File: config.mk
export PLATFORM = sky130hd
export DESIGN_NAME = txt_cursor_gen
export DESIGN_NICKNAME = d
export VERILOG_FILES = /design/src/rtl/cursor_pkg.sv /design/src/rtl/cursor_frame_ctr.sv /design/src/rtl/cursor_addr_cmp.sv /design/src/rtl/cursor_row_win.sv /design/src/rtl/txt_cursor_gen.sv
export SDC_FILE = /design/constraint.sdc
export NUM_CORES = 1
export LEC_CHECK = 0
export BUFFER_PORTS_ARGS = -buffer_cell sky130_fd_sc_hd__buf_2
export CAP_MARGIN = 20
export CORE_MARGIN = 4
export CORE_UTILIZATION = 41
export CTS_BUF_LIST = sky130_fd_sc_hd__clkbuf_4 sky130_fd_sc_hd__clkbuf_8
export DETAILED_ROUTE_END_ITERATION = 8
export PLACE_DENSITY = 0.87
export SYNTH_ARGS = -nofsm -noshare
export SYNTH_HDL_FRONTEND = slang
export SYNTH_SLANG_ARGS = --single-unit
File: constraint.sdc
create_clock -name clk -period 1.72 [get_ports clk]
set_clock_uncertainty 0.15 [all_clocks]
set_input_delay 0.172 -clock clk [delete_from_list [all_inputs] [get_ports clk]]
set_output_delay 0.172 -clock clk [all_outputs]
set_load 0.1 [all_outputs]
File: src/rtl/cursor_pkg.sv
package cursor_pkg;

    // Cursor display mode, taken from the two bits above the first-scanline field
    typedef enum logic [1:0] {
        CM_STEADY     = 2'b00,
        CM_HIDDEN     = 2'b01,
        CM_BLINK_FAST = 2'b10,
        CM_BLINK_SLOW = 2'b11
    } cur_mode_e;

    // Output state of the cursor enable register
    typedef enum logic {
        CE_IDLE   = 1'b0,
        CE_ACTIVE = 1'b1
    } ce_state_e;

endpackage

File: src/rtl/cursor_frame_ctr.sv
module cursor_frame_ctr
    import cursor_pkg::*;
#(
    parameter int CNT_W    = 5,
    parameter int FAST_BIT = 3,
    parameter int SLOW_BIT = 4
) (
    input  logic      clk,
    input  logic      rst_n,
    input  logic      frame_strobe,
    input  cur_mode_e mode,
    output logic      blink_ok
);

    localparam logic [CNT_W-1:0] CNT_ONE = CNT_W'(1);

    logic [CNT_W-1:0] frame_cnt;

    // Free-running frame counter, one step per vertical sync start
    always_ff @(posedge clk) begin
        if (!rst_n) begin
            frame_cnt <= '0;
        end else if (frame_strobe) begin
            frame_cnt <= frame_cnt + CNT_ONE;
        end
    end

    // Visibility permitted by the selected mode for the current frame
    always_comb begin
        unique case (mode)
            CM_STEADY:     blink_ok = 1'b1;
            CM_HIDDEN:     blink_ok = 1'b0;
            CM_BLINK_FAST: blink_ok = ~frame_cnt[FAST_BIT];
            CM_BLINK_SLOW: blink_ok = ~frame_cnt[SLOW_BIT];
            default:       blink_ok = 1'b0;
        endcase
    end

endmodule

File: src/rtl/cursor_addr_cmp.sv
module cursor_addr_cmp #(
    parameter int ADDR_W = 14,
    parameter int LO_W   = 8
) (
    input  logic [ADDR_W-1:0]      mem_addr,
    input  logic [ADDR_W-LO_W-1:0] cur_hi,
    input  logic [LO_W-1:0]        cur_lo,
    output logic                   addr_hit
);

    localparam int HI_W = ADDR_W - LO_W;

    logic [ADDR_W-1:0] cur_full;
    logic [ADDR_W-1:0] bit_eq;

    assign cur_full = {cur_hi, cur_lo};

    // Per-bit equality, reduced afterwards
    for (genvar b = 0; b < ADDR_W; b++) begin : g_bit
        assign bit_eq[b] = ~(mem_addr[b] ^ cur_full[b]);
    end

    assign addr_hit = &bit_eq;

    if (HI_W < 1) begin : g_bad_split
        initial $error("cursor_addr_cmp: high field must be at least one bit");
    end

endmodule

File: src/rtl/cursor_row_win.sv
module cursor_row_win #(
    parameter int ROW_W = 5
) (
    input  logic [ROW_W-1:0] row_addr,
    input  logic [ROW_W-1:0] first_row,
    input  logic [ROW_W-1:0] last_row,
    output logic             row_hit
);

    logic above_first;
    logic below_last;

    // Inclusive window; an inverted window cannot satisfy both sides
    assign above_first = (row_addr >= first_row);
    assign below_last  = (row_addr <= last_row);
    assign row_hit     = above_first & below_last;

endmodule

File: src/rtl/txt_cursor_gen.sv
module txt_cursor_gen
    import cursor_pkg::*;
#(
    parameter int ADDR_W   = 14,
    parameter int LO_W     = 8,
    parameter int ROW_W    = 5,
    parameter int CNT_W    = 5,
    parameter int FAST_BIT = 3,
    parameter int SLOW_BIT = 4
) (
    input  logic                   clk,
    input  logic                   rst_n,
    input  logic [ADDR_W-1:0]      mem_addr,
    input  logic [ROW_W-1:0]       row_addr,
    input  logic                   disp_en,
    input  logic                   frame_strobe,
    input  logic [ADDR_W-LO_W-1:0] cur_addr_hi,
    input  logic [LO_W-1:0]        cur_addr_lo,
    input  logic [ROW_W+1:0]       cur_start_cfg,
    input  logic [ROW_W-1:0]       cur_end,
    output logic                   cursor_en
);

    cur_mode_e  mode_w;
    logic       blink_ok;
    logic       addr_hit;
    logic       row_hit;
    logic       cell_hit;
    ce_state_e  state_q;
    ce_state_e  state_d;

    assign mode_w = cur_mode_e'(cur_start_cfg[ROW_W+1:ROW_W]);

    cursor_frame_ctr #(
        .CNT_W    (CNT_W),
        .FAST_BIT (FAST_BIT),
        .SLOW_BIT (SLOW_BIT)
    ) i_frame_ctr (
        .clk          (clk),
        .rst_n        (rst_n),
        .frame_strobe (frame_strobe),
        .mode         (mode_w),
        .blink_ok     (blink_ok)
    );

    cursor_addr_cmp #(
        .ADDR_W (ADDR_W),
        .LO_W   (LO_W)
    ) i_addr_cmp (
        .mem_addr (mem_addr),
        .cur_hi   (cur_addr_hi),
        .cur_lo   (cur_addr_lo),
        .addr_hit (addr_hit)
    );

    cursor_row_win #(
        .ROW_W (ROW_W)
    ) i_row_win (
        .row_addr  (row_addr),
        .first_row (cur_start_cfg[ROW_W-1:0]),
        .last_row  (cur_end),
        .row_hit   (row_hit)
    );

    assign cell_hit = addr_hit & row_hit & disp_en & blink_ok;

    // State register
    always_ff @(posedge clk) begin
        if (!rst_n) begin
            state_q <= CE_IDLE;
        end else begin
            state_q <= state_d;
        end
    end

    // Transitions: IDLE->ACTIVE on a hit, ACTIVE->IDLE on a miss
    always_comb begin
        state_d = state_q;
        unique case (state_q)
            CE_IDLE:   if (cell_hit)  state_d = CE_ACTIVE;
            CE_ACTIVE: if (!cell_hit) state_d = CE_IDLE;
            default:   state_d = CE_IDLE;
        endcase
    end

    // Output decode
    always_comb begin
        unique case (state_q)
            CE_ACTIVE: cursor_en = 1'b1;
            CE_IDLE:   cursor_en = 1'b0;
            default:   cursor_en = 1'b0;
        endcase
    end

endmodule

==> impl_metrics.prom, run 1 <==
# TYPE chip_impl_metric gauge
chip_impl_info{name="run_status",value="complete, no violations"} 1
chip_impl_metric{name="comb_power_share",unit="%"} 36.5
chip_impl_metric{name="worst-path-buf-inv",unit=""} 1
chip_impl_metric{name="number_of_failing_hold_endpoints_at_the_final_stage",unit=""} 0
chip_impl_metric{name="routed_wire_length_per_instance",unit="um"} 9.92
chip_impl_metric{name="grt.total_usage",unit="%"} 12.9
chip_impl_info{name="grt_most_used_layer",value="met2"} 1
chip_impl_info{name="setup.worst_path.end_class",value="register"} 1
chip_impl_metric{name="design.core.area",unit="um^2"} 1520
chip_impl_metric{name="maximum_number_of_pins_on_one_net_before_global_route_repair",unit=""} 7
chip_impl_metric{name="worst_slew_pin_slew",unit="ps"} 486
chip_impl_metric{name="power.leakage",unit="nW"} 0.519
chip_impl_metric{name="avgSynthCellArea",unit="um^2"} 8.71
chip_impl_metric{name="worst_ep_required_time",unit="ps"} 1700
chip_impl_metric{name="syn-instance-count",unit=""} 76
chip_impl_metric{name="postCtsResizedCells",unit=""} 0
chip_impl_info{name="startpoint_of_the_worst_setup_timing_path",value="row_addr[2]"} 1
chip_impl_metric{name="drt.antenna.violating_nets",unit=""} 0
chip_impl_metric{name="power.total",unit="W"} 0.000435
chip_impl_metric{name="setup_viol_count_final",unit=""} 0
chip_impl_metric{name="max_fo_critical_path",unit=""} 3
chip_impl_info{name="holdCritPathClass",value="in -> reg"} 1
chip_impl_metric{name="fin_ws",unit="ps"} 303
chip_impl_metric{name="boundaryPins",unit=""} 50
chip_impl_metric{name="antenna_found_initial",unit=""} 0
chip_impl_metric{name="achievable-frequency",unit="GHz"} 0.706
chip_impl_metric{name="final.min_clock_period",unit="ps"} 1420
chip_impl_info{name="rsz0062_at_grt",value="no"} 1
chip_impl_metric{name="global_route.usage.met3",unit="%"} 0
chip_impl_metric{name="fin_setup_tns",unit="ps"} 0
chip_impl_metric{name="clk_transition_reported_paths",unit="ps"} 50
chip_impl_metric{name="grt_first_pass_wirelength",unit="um"} 2210
chip_impl_metric{name="slew_headroom",unit="%"} 67.9
chip_impl_metric{name="wirelength",unit="um"} 1430
chip_impl_metric{name="clockBufferDepth",unit=""} 2
chip_impl_metric{name="area_growth",unit="%"} 43.5
chip_impl_metric{name="portBuffers",unit=""} 49
chip_impl_metric{name="routed_vias_inst",unit=""} 4.91
chip_impl_info{name="hold_path_startpoint",value="rst_n"} 1
chip_impl_info{name="setup.worst_path.start_class",value="input pin"} 1
chip_impl_metric{name="drc",unit=""} 0
chip_impl_metric{name="final_nets",unit=""} 190
chip_impl_metric{name="synth-seq-cells",unit=""} 6
chip_impl_info{name="r2r_start",value="i_frame_ctr.frame_cnt[0]$_SDFFE_PN0P_"} 1
chip_impl_info{name="critical_path.cell_chain",value="buf_2 > ha_1 > a21oi_1 > o21ai_0 > a211o_1 > a2111oi_2"} 1
chip_impl_metric{name="yosys_warnings",unit=""} 0
chip_impl_metric{name="gp_congestion",unit=""} 0.755
chip_impl_metric{name="mapped_nets",unit=""} 136
chip_impl_metric{name="power_density",unit="nW/um^2"} 458
chip_impl_info{name="crit_family",value="compound AO/OA/AOI/OAI gates"} 1
chip_impl_metric{name="initial_drt_pass_iterations",unit=""} 2
chip_impl_info{name="worst_path_max_delay_cell",value="ha_1"} 1
chip_impl_metric{name="worst-endpoint-arrival",unit="ps"} 1400
chip_impl_info{name="cts_root_buffer",value="clkbuf_4"} 1
chip_impl_metric{name="netSwitchingFraction",unit="%"} 28.2
chip_impl_metric{name="clock_tree.htree_level_count",unit=""} 1
chip_impl_metric{name="critical_path.max_stage_delay",unit="ps"} 320
chip_impl_metric{name="die_w",unit="um"} 48.2
chip_impl_metric{name="yosysUniqueCellTypes",unit=""} 22
chip_impl_metric{name="cts.repair_timing.setup_buffer_count",unit=""} 0
chip_impl_metric{name="grt.overflow.total",unit=""} 0
chip_impl_metric{name="maxCapViolCount",unit=""} 0
chip_impl_metric{name="netlist_area",unit="um^2"} 662
chip_impl_metric{name="floorplan.initialDensity",unit="%"} 43.4
chip_impl_metric{name="dr.first_iter.drc_count",unit=""} 6
chip_impl_metric{name="grt_pass1_vias",unit=""} 656
chip_impl_metric{name="power_report.internal_total",unit="W"} 0.000312
chip_impl_metric{name="cts.hold.buffers_added",unit=""} 0
chip_impl_metric{name="switching_power",unit="W"} 0.000123
chip_impl_metric{name="proportion_of_synthesized_chip_area_in_sequential_cells",unit="%"} 18.1
chip_impl_metric{name="pwr-share-seq",unit="%"} 34.3
chip_impl_metric{name="tritoncts_num_sinks",unit=""} 6
chip_impl_metric{name="dp_slack",unit="ps"} 43.6
chip_impl_metric{name="ir_drop",unit="uV"} 261
chip_impl_metric{name="vias",unit=""} 707
chip_impl_metric{name="clkLatencyLatePin",unit="ps"} 240
chip_impl_info{name="tritoncts",value="yes"} 1
chip_impl_metric{name="num_rows",unit=""} 14
chip_impl_metric{name="grt_use_met1",unit="%"} 15.6
chip_impl_metric{name="floorplan.die.height",unit="um"} 48.2
chip_impl_metric{name="detailed_place_hpwl",unit="um"} 1380
chip_impl_metric{name="diodes",unit=""} 0
chip_impl_metric{name="finalMaxSlewViolations",unit=""} 0
chip_impl_info{name="worstSetupPathType",value="in -> reg"} 1
chip_impl_metric{name="design.die.area",unit="um^2"} 2320
chip_impl_metric{name="post_route_cells_drive_above_1_share",unit="%"} 43.8
chip_impl_metric{name="period_share",unit="%"} 82.4
chip_impl_metric{name="met2_capacity_usage_during_global_routing",unit="%"} 24.0
chip_impl_metric{name="power_share_of_the_clock_group",unit="%"} 29.2
chip_impl_metric{name="cts_buffers",unit=""} 3
[logic make-up (layout without fill, tap and decap cells)]
group | count (synthesis) | count (layout) | synth area share [%]
simple gates | 20 | 20 | 19.1
flops | 6 | 6 | 18.1
xor+xnor | 18 | 18 | 23.8
mux | 1 | 1 | 1.51
compound gates | 11 | 11 | 11.5
fa+ha+maj | 11 | 11 | 20.8
buf+inv | 9 | 61 | 5.10
[sequential cells by signal, indices dropped and copies added, names as in the netlist]
register               cells
state_q                    1
i_frame_ctr.frame_cnt      5
[metrics by stage]
step           hold slack [ps]  instance area, um^2  cells  utilization [%]
2_1_floorplan              144                  662     76                -
3_3_place_gp               294                  927    141             60.8
3_5_place_dp               300                  927    141             60.8
4_1_cts                   45.7                  950    144             62.3
5_1_grt                   46.3                  950    144             62.3
6_report                  45.1                  950    144             62.3
[synthesized netlist by cell type, drive strengths merged]
cell type / count / share of area, %
a211o: 1 / 1.3
xnor2: 6 / 7.9
dfxtp: 6 / 18
and2: 4 / 3.8
nor2b: 1 / 0.95
nor4: 3 / 5.7
nand4: 2 / 1.9
nand2: 4 / 2.3
o2111ai: 1 / 1.3
a31oi: 1 / 0.95
o21a: 1 / 1.1
ha: 11 / 21
xor2: 12 / 16
nor3b: 1 / 1.1
a2111oi: 1 / 2.3
nor2: 3 / 1.7
o21ai: 3 / 2.3
nand3: 1 / 0.76
and3: 1 / 0.95
a21oi: 3 / 2.3
mux2i: 1 / 1.5
inv: 9 / 5.1
[cells in the final DEF, fill, tap and decap left out, drive strengths merged, types with 3 or more instances in the layout]
cell,netlist,final
dfxtp,6,6
clkbuf,0,3
and2,4,4
o21ai,3,3
buf,0,49
nor2,3,3
nand2,4,4
xor2,12,12
inv,9,9
xnor2,6,6
a21oi,3,3
nor4,3,3
ha,11,11
[worst paths after layout]
path                                                end  slack (ps)  cells past startpoint
hold reg to reg   i_frame_ctr.frame_cnt[1]$_SDFFE_PN0P_         390                      2
setup reg to reg  i_frame_ctr.frame_cnt[4]$_SDFFE_PN0P_         500                      4
setup / recovery                     state_q$_SDFF_PN0_         300                      6
hold / removal    i_frame_ctr.frame_cnt[2]$_SDFFE_PN0P_          50                      2
[power by group through the flow]
stage | Clock [W] | Sequential (W) | Combinational [W]
after floorplan | 0 | 0.000151 | 0.0000843
after CTS | 0.000130 | 0.000149 | 0.000162
final | 0.000127 | 0.000149 | 0.000159
after global placement | 0 | 0.000151 | 0.000154
after detailed placement | 0 | 0.000151 | 0.000161
after global routing | 0.000137 | 0.000149 | 0.000182
[final cells by class]
type	count	area, um^2
Fill cell	141	574
Inverter	9	33.8
Timing Repair Buffer	49	245
Sequential cell	6	120
Multi-Input combinational cell	61	508
Tap cell	16	20.0
Clock buffer	3	22.5
[per-layer routing]
metal	vias up	wire [um]
li1	367	-
met3	0	157
met4	0	0
met2	38	684
met5	-	0
met1	302	587
Note: power is estimated with default switching activity, not from simulation.
==> run 2, diff against run 1 <==
--- a/config.mk
+++ b/config.mk
@@ -5,10 +5,12 @@
 export SDC_FILE = /design/constraint.sdc
 export NUM_CORES = 1
 export LEC_CHECK = 0
+export ABC_AREA = 1
 export BUFFER_PORTS_ARGS = -buffer_cell sky130_fd_sc_hd__buf_2
 export CAP_MARGIN = 20
+export CORE_ASPECT_RATIO = 0.75
 export CORE_MARGIN = 4
-export CORE_UTILIZATION = 41
+export CORE_UTILIZATION = 43
 export CTS_BUF_LIST = sky130_fd_sc_hd__clkbuf_4 sky130_fd_sc_hd__clkbuf_8
 export DETAILED_ROUTE_END_ITERATION = 8
 export PLACE_DENSITY = 0.87
==> constraint.sdc (replaced) <==
create_clock -name clk -period 1.4 [get_ports clk]
set_clock_uncertainty 0.15 [all_clocks]
set_input_delay 0.14 -clock clk [delete_from_list [all_inputs] [get_ports clk]]
set_output_delay 0.14 -clock clk [all_outputs]
set_load 0.1 [all_outputs]
==> impl_metrics.prom, run 2 <==
# TYPE chip_impl_metric gauge
chip_impl_info{name="run_status",value="complete, no violations"} 1
chip_impl_metric{name="grt.total_usage",unit="%"} 16.6
chip_impl_metric{name="area_growth",unit="%"} 39.9
chip_impl_metric{name="power.leakage",unit="nW"} 0.699
chip_impl_metric{name="worst_slew_pin_slew",unit="ps"} 488
chip_impl_metric{name="fin_util",unit="%"} 67.6
chip_impl_info{name="cts_root_buffer",value="clkbuf_4"} 1
chip_impl_metric{name="max_fo_critical_path",unit=""} 6
chip_impl_metric{name="synth-async-reset-ratio",unit="%"} 0
chip_impl_info{name="yosys.cell_count.top_type",value="inv_1"} 1
chip_impl_metric{name="routed_wire_length_per_instance",unit="um"} 9.62
chip_impl_info{name="setup.worst_path.start_class",value="input pin"} 1
chip_impl_metric{name="power_report.internal_total",unit="W"} 0.000384
chip_impl_metric{name="grt_pass1_vias",unit=""} 875
chip_impl_info{name="setup.worst_path.end_class",value="register"} 1
chip_impl_info{name="synth_area_leader_cell",value="inv_1"} 1
chip_impl_metric{name="design.core.area",unit="um^2"} 1580
chip_impl_metric{name="gp_congestion",unit=""} 0.841
chip_impl_metric{name="detailed_place_hpwl",unit="um"} 1790
chip_impl_metric{name="netSwitchingFraction",unit="%"} 31.6
chip_impl_metric{name="power.total",unit="W"} 0.000562
chip_impl_metric{name="critical_path.max_stage_delay",unit="ps"} 540
chip_impl_info{name="holdCritPathClass",value="in -> reg"} 1
chip_impl_metric{name="edff_count_synth",unit=""} 0
chip_impl_info{name="critical_path.cell_chain",value="dlygate4sd3_1 > buf_2 > nand3_1 > inv_1 > nand2_1 > o21ai_0 > a21oi_1"} 1
chip_impl_metric{name="met2RoutedLength",unit="um"} 999
chip_impl_metric{name="clock_tree.htree_level_count",unit=""} 1
chip_impl_info{name="worstSetupPathType",value="in -> reg"} 1
chip_impl_metric{name="comb_power_share",unit="%"} 38.5
chip_impl_info{name="main_synth_ff_type",value="dfxtp_1"} 1
chip_impl_metric{name="floorplan.initialDensity",unit="%"} 48.3
chip_impl_metric{name="fin_setup_tns",unit="ps"} 0
chip_impl_info{name="critical_path.reg2reg.endpoint",value="i_frame_ctr.frame_cnt[4]$_SDFFE_PN0P_"} 1
chip_impl_metric{name="worst_ep_required_time",unit="ps"} 1380
chip_impl_info{name="tritoncts",value="yes"} 1
chip_impl_metric{name="synth-seq-cells",unit=""} 6
chip_impl_metric{name="vias",unit=""} 932
chip_impl_info{name="post_synth_main_area_contributors",value="inv_1 19%, nand2_1 18%, ha_1 18%"} 1
chip_impl_metric{name="portBuffers",unit=""} 49
chip_impl_metric{name="boundaryPins",unit=""} 50
chip_impl_metric{name="antenna_found_initial",unit=""} 0
chip_impl_metric{name="slew_headroom",unit="%"} 67.7
chip_impl_metric{name="layout.cells.non_filler",unit=""} 207
chip_impl_metric{name="worst_r2r_path_depth",unit=""} 6
chip_impl_metric{name="yosysUniqueCellTypes",unit=""} 15
chip_impl_metric{name="cts_buffers",unit=""} 3
chip_impl_metric{name="power_share_of_the_clock_group",unit="%"} 29.1
chip_impl_metric{name="n_fill_cell",unit=""} 150
chip_impl_metric{name="yosysTopAreaCellShare",unit="%"} 18.7
chip_impl_metric{name="wl_met1",unit="um"} 773
chip_impl_metric{name="stdcell_area",unit="um^2"} 1070
chip_impl_metric{name="wirelength",unit="um"} 1990
chip_impl_metric{name="floorplan.die.height",unit="um"} 44.5
chip_impl_info{name="yosys-top-cells-count",value="38 x inv_1, 37 x nand2_1, 11 x ha_1, 11 x nor2_1, 8 x a21oi_1"} 1
chip_impl_metric{name="power_density",unit="nW/um^2"} 527
chip_impl_metric{name="yosys_warnings",unit=""} 0
chip_impl_metric{name="ir_drop",unit="uV"} 365
chip_impl_metric{name="grt.overflow.total",unit=""} 0
chip_impl_metric{name="num_rows",unit=""} 12
chip_impl_metric{name="final_nets",unit=""} 248
chip_impl_info{name="hold_path_startpoint",value="rst_n"} 1
chip_impl_metric{name="die_w",unit="um"} 56.6
chip_impl_metric{name="clkLatencyLatePin",unit="ps"} 250
chip_impl_metric{name="grt_first_pass_wirelength",unit="um"} 3310
chip_impl_info{name="rsz0062_at_grt",value="no"} 1
chip_impl_metric{name="maxCapViolCount",unit=""} 0
chip_impl_info{name="worst_path_max_delay_cell",value="dlygate4sd3_1"} 1
chip_impl_metric{name="clk_transition_reported_paths",unit="ps"} 50
chip_impl_metric{name="diodes",unit=""} 0
chip_impl_info{name="mostFrequentLayoutCells",value="49 x buf_2, 38 x inv_1, 37 x nand2_1"} 1
chip_impl_info{name="layout.cells.most_common",value="buf_2"} 1
chip_impl_metric{name="number_of_failing_hold_endpoints_at_the_final_stage",unit=""} 0
chip_impl_metric{name="final.min_clock_period",unit="ps"} 1290
chip_impl_metric{name="routed_vias_inst",unit=""} 4.50
chip_impl_metric{name="mapped_nets",unit=""} 193
chip_impl_metric{name="netlist_area",unit="um^2"} 762
chip_impl_info{name="r2r_start",value="i_frame_ctr.frame_cnt[0]$_SDFFE_PN0P_"} 1
chip_impl_metric{name="hold_path_depth",unit=""} 3
chip_impl_metric{name="drc",unit=""} 0
chip_impl_metric{name="post_route_cells_drive_above_1_share",unit="%"} 29.0
chip_impl_metric{name="design.die.area",unit="um^2"} 2520
chip_impl_metric{name="setup_viol_count_final",unit=""} 0
chip_impl_metric{name="initial_drt_pass_iterations",unit=""} 4
chip_impl_metric{name="post-place-cells",unit=""} 203
chip_impl_metric{name="placedInstanceArea",unit="um^2"} 1030
chip_impl_metric{name="clockBufferDepth",unit=""} 2
chip_impl_metric{name="postCtsResizedCells",unit=""} 0
chip_impl_metric{name="proportion_of_synthesized_chip_area_in_sequential_cells",unit="%"} 15.8
chip_impl_metric{name="avgSynthCellArea",unit="um^2"} 5.73
chip_impl_info{name="regMostFlops",value="i_frame_ctr.frame_cnt"} 1
chip_impl_metric{name="dr.first_iter.drc_count",unit=""} 15
chip_impl_metric{name="largest_reg_flops",unit=""} 5
chip_impl_metric{name="dr_wl_met3",unit="um"} 210
chip_impl_metric{name="setup.reg_to_reg.worst_slack",unit="ps"} 140
chip_impl_metric{name="worst-endpoint-arrival",unit="ps"} 1270
chip_impl_metric{name="switching_power",unit="W"} 0.000178
chip_impl_info{name="reg.largest.list",value="i_frame_ctr.frame_cnt: 5 flops, state_q: 1 flops"} 1
chip_impl_metric{name="finalMaxSlewViolations",unit=""} 0
chip_impl_metric{name="drt.antenna.violating_nets",unit=""} 0
chip_impl_metric{name="pwr-share-seq",unit="%"} 32.4
chip_impl_metric{name="syn-instance-count",unit=""} 133
chip_impl_info{name="min_to",value="i_frame_ctr.frame_cnt[0]$_SDFFE_PN0P_"} 1
chip_impl_metric{name="tritoncts_num_sinks",unit=""} 6
chip_impl_metric{name="maximum_number_of_pins_on_one_net_before_global_route_repair",unit=""} 7
chip_impl_metric{name="achievable-frequency",unit="GHz"} 0.775
chip_impl_metric{name="period_share",unit="%"} 92.2
chip_impl_info{name="highest_layer_used_for_signal_routing",value="met4"} 1
## run 2: cell types whose count changed after synthesis, sizes merged, moves of 2 or more
cell   delta
nor4      -3
o21ai     +5
xor2     -11
nor3      +2
nor2      +9
and2      -4
nand3     +2
inv      +29
nand2    +33
a21oi     +5
## run 2: kinds of logic after synthesis
kind of cell / synth area share, %
flops: 15.8
compound gates: 10.5
fa+ha+maj: 18.1
xor+xnor: 6.90
buf+inv: 18.7
simple gates: 30.0
## run 2: layout make-up
class | instances | area, um^2 | share of cell area, %
clock buffer | 3 | 22.5 | 2.11
tap | 21 | 26.3 | 2.46
timing repair buffer | 50 | 255 | 23.9
inverter | 38 | 143 | 13.4
sequential | 6 | 120 | 11.3
multi-input combinational | 89 | 499 | 46.8
## run 2: worst max-delay path: cells and delay by family
| family | cells | cell delay (ps) |
|---|---|---|
| simple gates | 2 | 150 |
| buf+inv | 3 | 770 |
| compound gates | 2 | 220 |
## run 2: power groups by stage
stage,sequential [W],combinational (W),clock [W]
floorplan,0.000184,0.000112,0
global placement,0.000185,0.000201,0
detailed placement,0.000185,0.000215,0
CTS,0.000182,0.000218,0.000167
global route,0.000183,0.000252,0.000179
finish,0.000182,0.000216,0.000163
## run 2: per-layer routing
metal / global-route usage (%) / vias to the layer above
li1: - / 504
met1: 16.6 / 387
met2: 33.9 / 38
met3: 5.54 / 3
met4: 2.84 / 0
met5: 0 / -
## run 2: worst max path at each step
stage,start,endpoint,slack (ps),depth (start not counted)
final,frame_strobe,i_frame_ctr.frame_cnt[4]$_SDFFE_PN0P_,110,7
after CTS,state_q$_SDFF_PN0_,cursor_en,130,1
after global routing,i_frame_ctr.frame_cnt[0]$_SDFFE_PN0P_,i_frame_ctr.frame_cnt[4]$_SDFFE_PN0P_,20,6
after detailed placement,row_addr[2],state_q$_SDFF_PN0_,90,7
after floorplan,state_q$_SDFF_PN0_,cursor_en,200,0
after global placement,row_addr[2],state_q$_SDFF_PN0_,130,7
## run 2: stage by stage
stage	hold WS, ps	setup slack [ps]
2_1_floorplan	79.4	201
3_3_place_gp	230	126
3_5_place_dp	247	90.1
4_1_cts	24.3	129
5_1_grt	25.3	16.4
6_report	25.5	109
## run 2: what timing repair did
action / in CTS / in global routing
hold buffers: 1 / 0
setup buffers: 0 / 0
endpoints found under the hold margin: 1 / 0
